**config.mk**
```make
export PLATFORM = sky130hd
export DESIGN_NAME = evtirq_regbank
export DESIGN_NICKNAME = d
export VERILOG_FILES = /design/src/rtl/regbank_pkg.sv /design/src/rtl/regbank_evt.sv /design/src/rtl/regbank_satcnt.sv /design/src/rtl/evtirq_regbank.sv
export SDC_FILE = /design/constraint.sdc
export NUM_CORES = 1
export LEC_CHECK = 0
export ABC_CLOCK_PERIOD_IN_PS = 5050
export BUFFER_PORTS_ARGS = -buffer_cell sky130_fd_sc_hd__buf_2
export CORE_ASPECT_RATIO = 1.1
export CORE_MARGIN = 5
export CORE_UTILIZATION = 60
export CTS_CLUSTER_SIZE = 28
export DETAILED_ROUTE_END_ITERATION = 8
export PLACE_DENSITY = 0.83
export RECOVER_POWER = 25
export REMOVE_ABC_BUFFERS = 1
export SYNTH_ARGS = -nofsm -noshare
export SYNTH_HDL_FRONTEND = slang
export SYNTH_SLANG_ARGS = --single-unit
```
**constraint.sdc**
```tcl
create_clock -name clk_i -period 5.05 [get_ports clk_i]
set_input_delay 0 -clock clk_i [delete_from_list [all_inputs] [get_ports clk_i]]
set_output_delay 0 -clock clk_i [all_outputs]
set_load 0.05 [all_outputs]
```
**src/rtl/regbank_pkg.sv**
```systemverilog
package regbank_pkg;
   localparam int unsigned ACT_BIT  = 6;
   localparam int unsigned N_CFG    = 5;
   localparam int unsigned N_EVT    = 3;
   localparam int unsigned N_CNT    = 2;
   localparam int unsigned N_ACT    = 4;
   localparam int unsigned ADR_CFG0 = 0;
   localparam int unsigned ADR_EVT0 = 5;
   localparam int unsigned ADR_STAT = 8;
   localparam int unsigned ADR_CNT0 = 9;
   localparam int unsigned ADR_USED = ADR_CNT0 + N_CNT;
   // config slots carrying a trigger bit: rx cfg, buf cfg, self ctl, bus ctl
   localparam logic [N_CFG-1:0] CFG_HAS_ACT = 5'b11101;

   // pulse index -> config slot: skip, soft reset, dma reset, sw irq
   function automatic int unsigned act_slot(input int unsigned i);
      case (i)
         0:       return 0;
         1:       return 3;
         2:       return 4;
         default: return 2;
      endcase
   endfunction
endpackage

```
**src/rtl/regbank_evt.sv**
```systemverilog
module regbank_evt #(
   parameter int unsigned DW = 16
) (
   input  logic          clk_i,
   input  logic          rst_ni,
   input  logic [DW-1:0] set_i,
   input  logic          clr_i,
   input  logic [DW-1:0] enable_i,
   output logic [DW-1:0] evt_o,
   output logic          pend_o
);
   logic [DW-1:0] evt_q;

   // a strobe in the clearing cycle wins over the clear
   always_ff @(posedge clk_i or negedge rst_ni) begin
      if (!rst_ni) evt_q <= '0;
      else         evt_q <= (clr_i ? '0 : evt_q) | set_i;
   end

   assign evt_o  = evt_q;
   assign pend_o = |(evt_q & enable_i);
endmodule

```
**src/rtl/regbank_satcnt.sv**
```systemverilog
module regbank_satcnt #(
   parameter int unsigned CW = 16
) (
   input  logic          clk_i,
   input  logic          rst_ni,
   input  logic          inc_i,
   input  logic          clr_i,
   output logic [CW-1:0] cnt_o
);
   localparam logic [CW-1:0] CNT_MAX = '1;
   logic [CW-1:0] cnt_q;

   always_ff @(posedge clk_i or negedge rst_ni) begin
      if (!rst_ni)                       cnt_q <= '0;
      else if (clr_i)                    cnt_q <= inc_i ? CW'(1) : '0;
      else if (inc_i && cnt_q != CNT_MAX) cnt_q <= cnt_q + CW'(1);
   end

   assign cnt_o = cnt_q;
endmodule

```
**src/rtl/evtirq_regbank.sv**
```systemverilog
module evtirq_regbank
   import regbank_pkg::*;
#(
   parameter int unsigned DW = 16,
   parameter int unsigned AW = 4,
   parameter int unsigned SW = 16,
   parameter int unsigned CW = 16
) (
   input  logic          clk_i,
   input  logic          rst_ni,
   input  logic          host_wr_i,
   input  logic          host_rd_i,
   input  logic [AW-1:0] host_addr_i,
   input  logic [DW-1:0] host_wdata_i,
   output logic [DW-1:0] host_rdata_o,
   input  logic [DW-1:0] rx_evt_i,
   input  logic [DW-1:0] tx_evt_i,
   input  logic [DW-1:0] buf_evt_i,
   input  logic [SW-1:0] status_i,
   input  logic          miss_inc_i,
   input  logic          coll_inc_i,
   output logic          skip_pulse_o,
   output logic          soft_rst_pulse_o,
   output logic          dma_rst_pulse_o,
   output logic          sw_irq_pulse_o,
   output logic          irq_o
);
   localparam logic [DW-1:0] ACT_MASK = DW'(1) << ACT_BIT;

   if (DW <= ACT_BIT) begin : g_bad_dw
      $error("DW must exceed the trigger bit position");
   end
   if (SW > DW || CW > DW) begin : g_bad_w
      $error("status and counter widths must fit in DW");
   end
   if ((1 << AW) < ADR_USED) begin : g_bad_aw
      $error("AW too small for the register map");
   end

   function automatic logic [DW-1:0] keep_mask(input int unsigned g);
      return CFG_HAS_ACT[g] ? ~ACT_MASK : '1;
   endfunction

   // configuration registers
   logic [N_CFG-1:0][DW-1:0] cfg_q;
   always_ff @(posedge clk_i or negedge rst_ni) begin
      if (!rst_ni) cfg_q <= '0;
      else begin
         for (int g = 0; g < int'(N_CFG); g++) begin
            if (host_wr_i && host_addr_i == AW'(ADR_CFG0 + g))
               cfg_q[g] <= host_wdata_i & keep_mask(g);
         end
      end
   end

   // trigger pulses
   logic [N_ACT-1:0] act_d, act_q;
   always_comb begin
      for (int a = 0; a < int'(N_ACT); a++)
         act_d[a] = host_wr_i && host_wdata_i[ACT_BIT] &&
                    (host_addr_i == AW'(act_slot(a)));
   end
   always_ff @(posedge clk_i or negedge rst_ni) begin
      if (!rst_ni) act_q <= '0;
      else         act_q <= act_d;
   end
   assign skip_pulse_o     = act_q[0];
   assign soft_rst_pulse_o = act_q[1];
   assign dma_rst_pulse_o  = act_q[2];
   assign sw_irq_pulse_o   = act_q[3];

   // event registers
   logic [DW-1:0]    evt_set [N_EVT];
   logic [DW-1:0]    evt_q   [N_EVT];
   logic [N_EVT-1:0] pend;
   assign evt_set[0] = rx_evt_i;
   assign evt_set[1] = tx_evt_i;
   assign evt_set[2] = buf_evt_i;

   for (genvar k = 0; k < N_EVT; k++) begin : g_evt
      logic clr;
      assign clr = host_rd_i && (host_addr_i == AW'(ADR_EVT0 + k));
      regbank_evt #(.DW(DW)) evt_i (
         .clk_i    (clk_i),
         .rst_ni   (rst_ni),
         .set_i    (evt_set[k]),
         .clr_i    (clr),
         .enable_i (cfg_q[k]),
         .evt_o    (evt_q[k]),
         .pend_o   (pend[k])
      );
   end
   assign irq_o = |pend;

   // counters
   logic          cnt_inc [N_CNT];
   logic [CW-1:0] cnt_q   [N_CNT];
   assign cnt_inc[0] = miss_inc_i;
   assign cnt_inc[1] = coll_inc_i;

   for (genvar c = 0; c < N_CNT; c++) begin : g_cnt
      logic clr;
      assign clr = host_rd_i && (host_addr_i == AW'(ADR_CNT0 + c));
      regbank_satcnt #(.CW(CW)) cnt_i (
         .clk_i  (clk_i),
         .rst_ni (rst_ni),
         .inc_i  (cnt_inc[c]),
         .clr_i  (clr),
         .cnt_o  (cnt_q[c])
      );
   end

   // read path
   logic [DW-1:0] rd_val;
   always_comb begin
      rd_val = '0;
      for (int g = 0; g < int'(N_CFG); g++)
         if (host_addr_i == AW'(ADR_CFG0 + g)) rd_val = cfg_q[g];
      for (int k = 0; k < int'(N_EVT); k++)
         if (host_addr_i == AW'(ADR_EVT0 + k)) rd_val = evt_q[k];
      if (host_addr_i == AW'(ADR_STAT)) rd_val = DW'(status_i);
      for (int c = 0; c < int'(N_CNT); c++)
         if (host_addr_i == AW'(ADR_CNT0 + c)) rd_val = DW'(cnt_q[c]);
   end

   logic [DW-1:0] rdata_q;
   always_ff @(posedge clk_i or negedge rst_ni) begin
      if (!rst_ni) rdata_q <= '0;
      else         rdata_q <= host_rd_i ? rd_val : '0;
   end
   assign host_rdata_o = rdata_q;
endmodule

```
==> results.py, run 1 <==
metrics = {
    "run_status": {
        "status": "finished with violations",
        "violations": "capacitance limit, slew limit",
    },
    "worst_hold_path": {
        "hp-class": "input port to flop",
        "hold_start": "status_i[6]",
        "hold_end": "host_rdata_o[6]",
        "hold_path_depth": 4,
    },
    "timing": {
        "report.final.hold_viol_count": 0,
        "maxSlewHeadroom": -0.434,
        "finalMaxSlewViolations": 41,
        "min_period_ns": 2.60,
        "tns_ns": 0,
        "fmax_mhz": 385,
        "worstMarginPinSlew_ns": 2.15,
        "period_share": 0.515,
        "fin_skew_ns": 0.00629,
        "rsz0062_at_grt": "false",
        "final-setup-viol-count": 0,
    },
    "place": {
        "io_buffers": 110,
        "dp_hpwl_um": 17600,
        "place_area_mm2": 0.00921,
        "gp_congestion": 0.949,
    },
    "grt": {
        "antenna_found_initial": 0,
        "grt_overflow_total": 0,
        "grt_max_degree": 71,
        "grt_pass1_wl_um": 41700,
        "grtUsageTotal": 0.322,
        "first_global_vias": 7322,
    },
    "clocking": {
        "clkSlewWorstSetupHoldPaths_ns": 0.07,
        "cts-resized-gates": 0,
        "worstSkewPairLatency_ns": 0.44,
        "cts-root-buf": "clkbuf_16",
        "cts.sinks": 176,
        "post-cts-setup-buffers": 0,
        "cts_tree": "yes",
        "cts_buffers": 17,
        "cts.htree.levels": 4,
        "clk_path_buf_depth": 2,
    },
    "synthesis": {
        "synthCells": 733,
        "netlist_area_mm2": 0.00862,
        "synth.distinct_cells": 60,
        "yosys_most_used_dff": "dfrtp_1",
        "synth.top_cell.area_share": 0.511,
        "synth_area_leaders": "dfrtp_1 (51%), mux2_2 (10%), a21o_1 (4.7%)",
        "synth_edf_count": 0,
        "syn_area_per_cell_um2": 11.8,
        "synth.largest_area_cell": "dfrtp_1",
        "ys_ff_latch": 176,
        "yosys_warnings": 0,
        "yosysSeqAreaShare": 0.511,
        "synthArstFlopShare": 1.00,
    },
    "setup_path": {
        "ff2ff_path_depth": 5,
        "worstPathRequired_ns": 5.50,
        "crit_arrival_ns": 3.05,
        "crit_slowest_cell": "clkbuf_1",
        "path_cells": "dlygate4sd3_1, clkbuf_1, buf_4",
        "path_buf_inv": 3,
        "worstSetupStartpoint": "rst_ni",
        "slowest_delay_ns": 1.54,
        "cp_max_fo": 70,
        "crit_type": "input port to asynchronous set/reset pin",
        "reg2reg_slack_ns": 2.84,
        "timing.rr.start": "g_cnt[0].cnt_i.cnt_o[7]",
        "path_delay_family": "buffers and inverters",
        "critPathLaunchType": "input port",
        "endpoint_kind": "asynchronous set/reset pin",
        "reg2reg_to": "g_cnt[0].cnt_i.cnt_o[8]",
    },
    "route": {
        "dr.pass1.iters": 6,
        "ant_nets": 0,
        "drc_errors": 0,
        "initialDrtViolationCount": 1098,
        "drt_wl_total_um": 27000,
        "wl_per_cell_um": 24.7,
        "via_per_inst": 6.74,
        "vias": 7356,
    },
    "floorplanning": {
        "initial_core_util": 0.604,
        "ios": 111,
        "die_x_um": 124,
        "chipHeight_um": 136,
        "placementRows": 46,
        "dieArea_mm2": 0.0169,
        "core_mm2": 0.0143,
    },
    "cells_and_area": {
        "layout_common_cells": "dfrtp_1 (176), buf_2 (89), mux2_2 (78)",
        "drive_gt1_frac": 0.260,
        "final_common_cell": "dfrtp_1",
        "area_growth_pct": 20.7,
        "final_area_mm2": 0.0104,
        "antenna_cells": 0,
        "fin_nets": 980,
    },
    "flow_run": {
        "cap_viol_max_count": 1,
    },
    "power": {
        "power_density_mw_per_mm2": 363,
        "p_leak_nw": 4.32,
        "vdd_drop_max_mv": 0.260,
    },
}
==> through the flow <==
stage                      util  cells  worst slack (ns)  total power (W)  hold slack (ns)
after floorplan               -    683              2.61          0.00216           -0.296
after global placement    0.645    993              2.40          0.00240          -0.0798
after detailed placement  0.645    993              2.25          0.00243          -0.0719
after CTS                 0.733   1092              2.55          0.00374           0.0467
after global routing      0.729   1092              1.85          0.00390           0.0897
final                     0.729   1092              2.45          0.00378           0.0817
==> worst max path at each step <==
stage                               end  slack, ns  depth (start not counted)
2_1_floorplan   g_cnt[1].cnt_i.cnt_o[0]       2.61                          5
3_3_place_gp    g_evt[2].evt_i.evt_o[0]       2.40                          5
3_5_place_dp   g_evt[2].evt_i.evt_o[11]       2.25                          5
4_1_cts                           irq_o       2.55                          5
5_1_grt                       cfg_q[12]       1.85                          3
6_report                       act_q[0]       2.45                          3
==> sequential cells by signal, summed over array words and instances (netlist names) <==
signal             count
act_q                  4
host_rdata_o          16
g_cnt.cnt_i.cnt_o     32
g_evt.evt_i.evt_o     48
cfg_q                 76
==> where the power goes <==
part / internal (W) / leakage, nW / switching, W
combinational: 0.000334 / 1.98 / 0.000333
sequential: 0.00161 / 2.06 / 0.000209
clock: 0.000704 / 0.283 / 0.000587
==> tightest hold or removal path, cell delays in order <==
cell and delay [ns]:
buf_2 0.11, a31oi_1 0.08, o221ai_1 0.18, and2_1 0.12
==> final cells by class <==
cell class                      instances  area [µm²]
Tap cell                              192         240
Inverter                                5        18.8
Timing Repair Buffer                  186        1260
Multi-Input combinational cell        502        3920
Sequential cell                       176        4400
Clock inverter                         12         124
Clock buffer                           19         443
Fill cell                            1014        3860
==> cells in the mapped netlist, drive strengths merged, types with 2 or more instances <==
library cell and n:
a31oi 8, o211ai 3, a22oi 16, dfrtp 176, nand4 16, o21a 2, nand2 13, nor3b 2
a21boi 6, o21ai 15, nor3 9, a22o 17, o22ai 21, xor2 13, a21o 54, nand3 22
mux2 82, mux4 9, a221oi 16, a2bb2oi 2, nor4b 4, buf 37, a21oi 45, nand4b 6
o2111ai 3, inv 5, nor2b 12, and4 4, o221a 9, nand3b 2, or2 3, xnor2 9
clkbuf 13, nor2 40, a311oi 3, mux2i 4, nor4 2, o311ai 6, nand2b 13, ha 2
==> cell families after synthesis <==
family | after synthesis | share of synthesized area
buffers and inverters | 55 | 0.0337
DFF | 176 | 0.511
xor gates and xnor gates | 22 | 0.0223
adders and majority gates | 2 | 0.00290
and+or+nand+nor | 154 | 0.104
muxes | 95 | 0.135
AOI/OAI and AO/OA | 229 | 0.191
==> metal layers <==
layer  routed length [µm]  GRT usage  vias up
met5                    0          0        -
li1                     -          -     3095
met2                13100      0.521      502
met3                 2590     0.0887      111
met4                 1460      0.179        0
met1                 9860      0.394     3648
==> repair_timing <==
| item | CTS | global route |
|---|---|---|
| hold buffers | 68 | 0 |
| endpoints found under the hold margin | 182 | 0 |
| endpoints found under the setup margin | 0 | 0 |
Note: power is estimated with default switching activity, not from simulation.
==> run 2, diff against run 1 <==
--- a/config.mk
+++ b/config.mk
@@ -5,14 +5,14 @@
 export SDC_FILE = /design/constraint.sdc
 export NUM_CORES = 1
 export LEC_CHECK = 0
-export ABC_CLOCK_PERIOD_IN_PS = 5050
+export ABC_CLOCK_PERIOD_IN_PS = 2500
 export BUFFER_PORTS_ARGS = -buffer_cell sky130_fd_sc_hd__buf_2
 export CORE_ASPECT_RATIO = 1.1
 export CORE_MARGIN = 5
-export CORE_UTILIZATION = 60
+export CORE_UTILIZATION = 58
 export CTS_CLUSTER_SIZE = 28
 export DETAILED_ROUTE_END_ITERATION = 8
-export PLACE_DENSITY = 0.83
+export PLACE_DENSITY = 0.81
 export RECOVER_POWER = 25
 export REMOVE_ABC_BUFFERS = 1
 export SYNTH_ARGS = -nofsm -noshare
==> constraint.sdc (replaced) <==
create_clock -name clk_i -period 2.5 [get_ports clk_i]
set_input_delay 0 -clock clk_i [delete_from_list [all_inputs] [get_ports clk_i]]
set_output_delay 0 -clock clk_i [all_outputs]
set_load 0.05 [all_outputs]
==> results.py, run 2 (synthesized netlist as in run 1, its figures left out) <==
metrics = {
    "setup_path": {
        "endpoint_kind": "output pin",
        "cp_max_fo": 3,
        "crit_arrival_ns": 2.37,
        "critPathLaunchType": "flop",
        "ff2ff_path_depth": 5,
        "worstPathRequired_ns": 2.50,
        "crit_type": "flop to output pin",
    },
    "place": {
        "gp_congestion": 0.943,
        "pre_cts_ws_ns": 0.464,
        "dp_hpwl_um": 18300,
        "place_area_mm2": 0.00938,
        "io_buffers": 110,
    },
    "timing": {
        "finalMaxSlewViolations": 0,
        "maxSlewHeadroom": 0.110,
        "worst_slack_ns": 0.131,
        "min_period_ns": 2.37,
        "worstMarginPinSlew_ns": 1.34,
        "tns_ns": 0,
        "fin_skew_ns": 0.0125,
        "final-setup-viol-count": 0,
        "report.final.hold_viol_count": 0,
        "period_share": 0.948,
        "fmax_mhz": 422,
        "rsz0062_at_grt": "false",
    },
    "cells_and_area": {
        "area_growth_pct": 22.9,
        "layout_common_cells": "dfrtp_1 (176), buf_2 (109), mux2_2 (78)",
        "fin_nets": 1002,
        "final_common_cell": "dfrtp_1",
        "fin_util": 0.730,
        "largest-register": "cfg_q",
        "drive_gt1_frac": 0.299,
        "final_area_mm2": 0.0106,
        "antenna_cells": 0,
        "largest_reg_flops": 76,
    },
    "route": {
        "vias": 7346,
        "dr.pass1.iters": 5,
        "drc_errors": 0,
        "initialDrtViolationCount": 758,
        "drt_wl_total_um": 26400,
        "wl_per_cell_um": 23.7,
        "ant_nets": 0,
        "via_per_inst": 6.59,
    },
    "grt": {
        "grtUsageTotal": 0.312,
        "grt_pass1_wl_um": 41600,
        "first_global_vias": 7464,
        "grt_overflow_total": 0,
        "grt_max_degree": 70,
        "antenna_found_initial": 0,
    },
    "power": {
        "p_leak_nw": 4.48,
        "power_density_mw_per_mm2": 703,
        "vdd_drop_max_mv": 0.494,
    },
    "clocking": {
        "cts.sinks": 176,
        "cts_buffers": 17,
        "clkSlewWorstSetupHoldPaths_ns": 0.06,
        "cts-resized-gates": 0,
        "cts_tree": "yes",
        "cts.htree.levels": 4,
        "cts-root-buf": "clkbuf_16",
        "worstSkewPairLatency_ns": 0.44,
        "clk_path_buf_depth": 2,
    },
    "worst_hold_path": {
        "hold_path_depth": 3,
        "hp-class": "input port to flop",
    },
    "floorplanning": {
        "chipHeight_um": 138,
        "initial_core_util": 0.595,
        "dieArea_mm2": 0.0174,
        "die_x_um": 126,
        "ios": 111,
        "core_mm2": 0.0145,
        "placementRows": 46,
    },
    "run_status": {
        "status": "finished, final reports clean",
    },
    "flow_run": {
        "cap_viol_max_count": 0,
    },
}
==> run 2: per-stage QoR <==
stage               cells  hold WS (ns)  power [W]
CTS                  1115        0.0158    0.00744
finish               1115        0.0460    0.00745
floorplan             683        -0.296    0.00436
global route         1115        0.0465    0.00773
detailed placement   1014       -0.0184    0.00493
global placement     1014       -0.0311    0.00487
==> run 2: what timing repair did <==
action	in CTS	in global routing
buffers inserted	0	0
hold endpoints to repair	253	0
hold buffers	69	0
==> run 2: critical path, stage by stage (launching register included) <==
cell and delay, ns:
dfrtp_1 0.40, a22o_1 0.24, a221oi_1 0.31, nand4_1 0.15
or4_1 0.60, buf_2 0.25
==> run 2: layout make-up <==
type | count | area [µm²]
clock inverter | 11 | 83.8
tap | 192 | 240
sequential | 176 | 4400
inverter | 5 | 18.8
multi-input combinational | 502 | 3930
clock buffer | 21 | 450
fill | 1017 | 3910
timing repair buffer | 208 | 1470
==> run 2: final timing paths <==
kind | from | end | slack [ns]
max in group asynchronous | rst_ni | cfg_q[39] | 1.03
worst min register to register | g_evt[2].evt_i.evt_o[6] | g_evt[2].evt_i.evt_o[6] | 0.48
min in group asynchronous | rst_ni | g_cnt[0].cnt_i.cnt_o[13] | 0.40
worst max register to register | g_cnt[0].cnt_i.cnt_o[5] | g_cnt[0].cnt_i.cnt_o[12] | 0.50
worst max-delay path | cfg_q[21] | irq_o | 0.13
worst min-delay path | host_wr_i | cfg_q[74] | 0.05
==> run 2: per-layer routing <==
layer,wire length (µm),vias up,part of all wire,track usage
li1,-,3142,-,-
met1,9950,3660,0.38,0.390
met2,12900,448,0.49,0.520
met3,2440,96,0.092,0.0782
met4,1160,0,0.044,0.139
met5,0,-,0,0
==> run 2: power breakdown <==
group          internal (W)  switching [W]
logic              0.000702       0.000663
registers           0.00325       0.000396
clock network       0.00130        0.00113
total               0.00526        0.00219
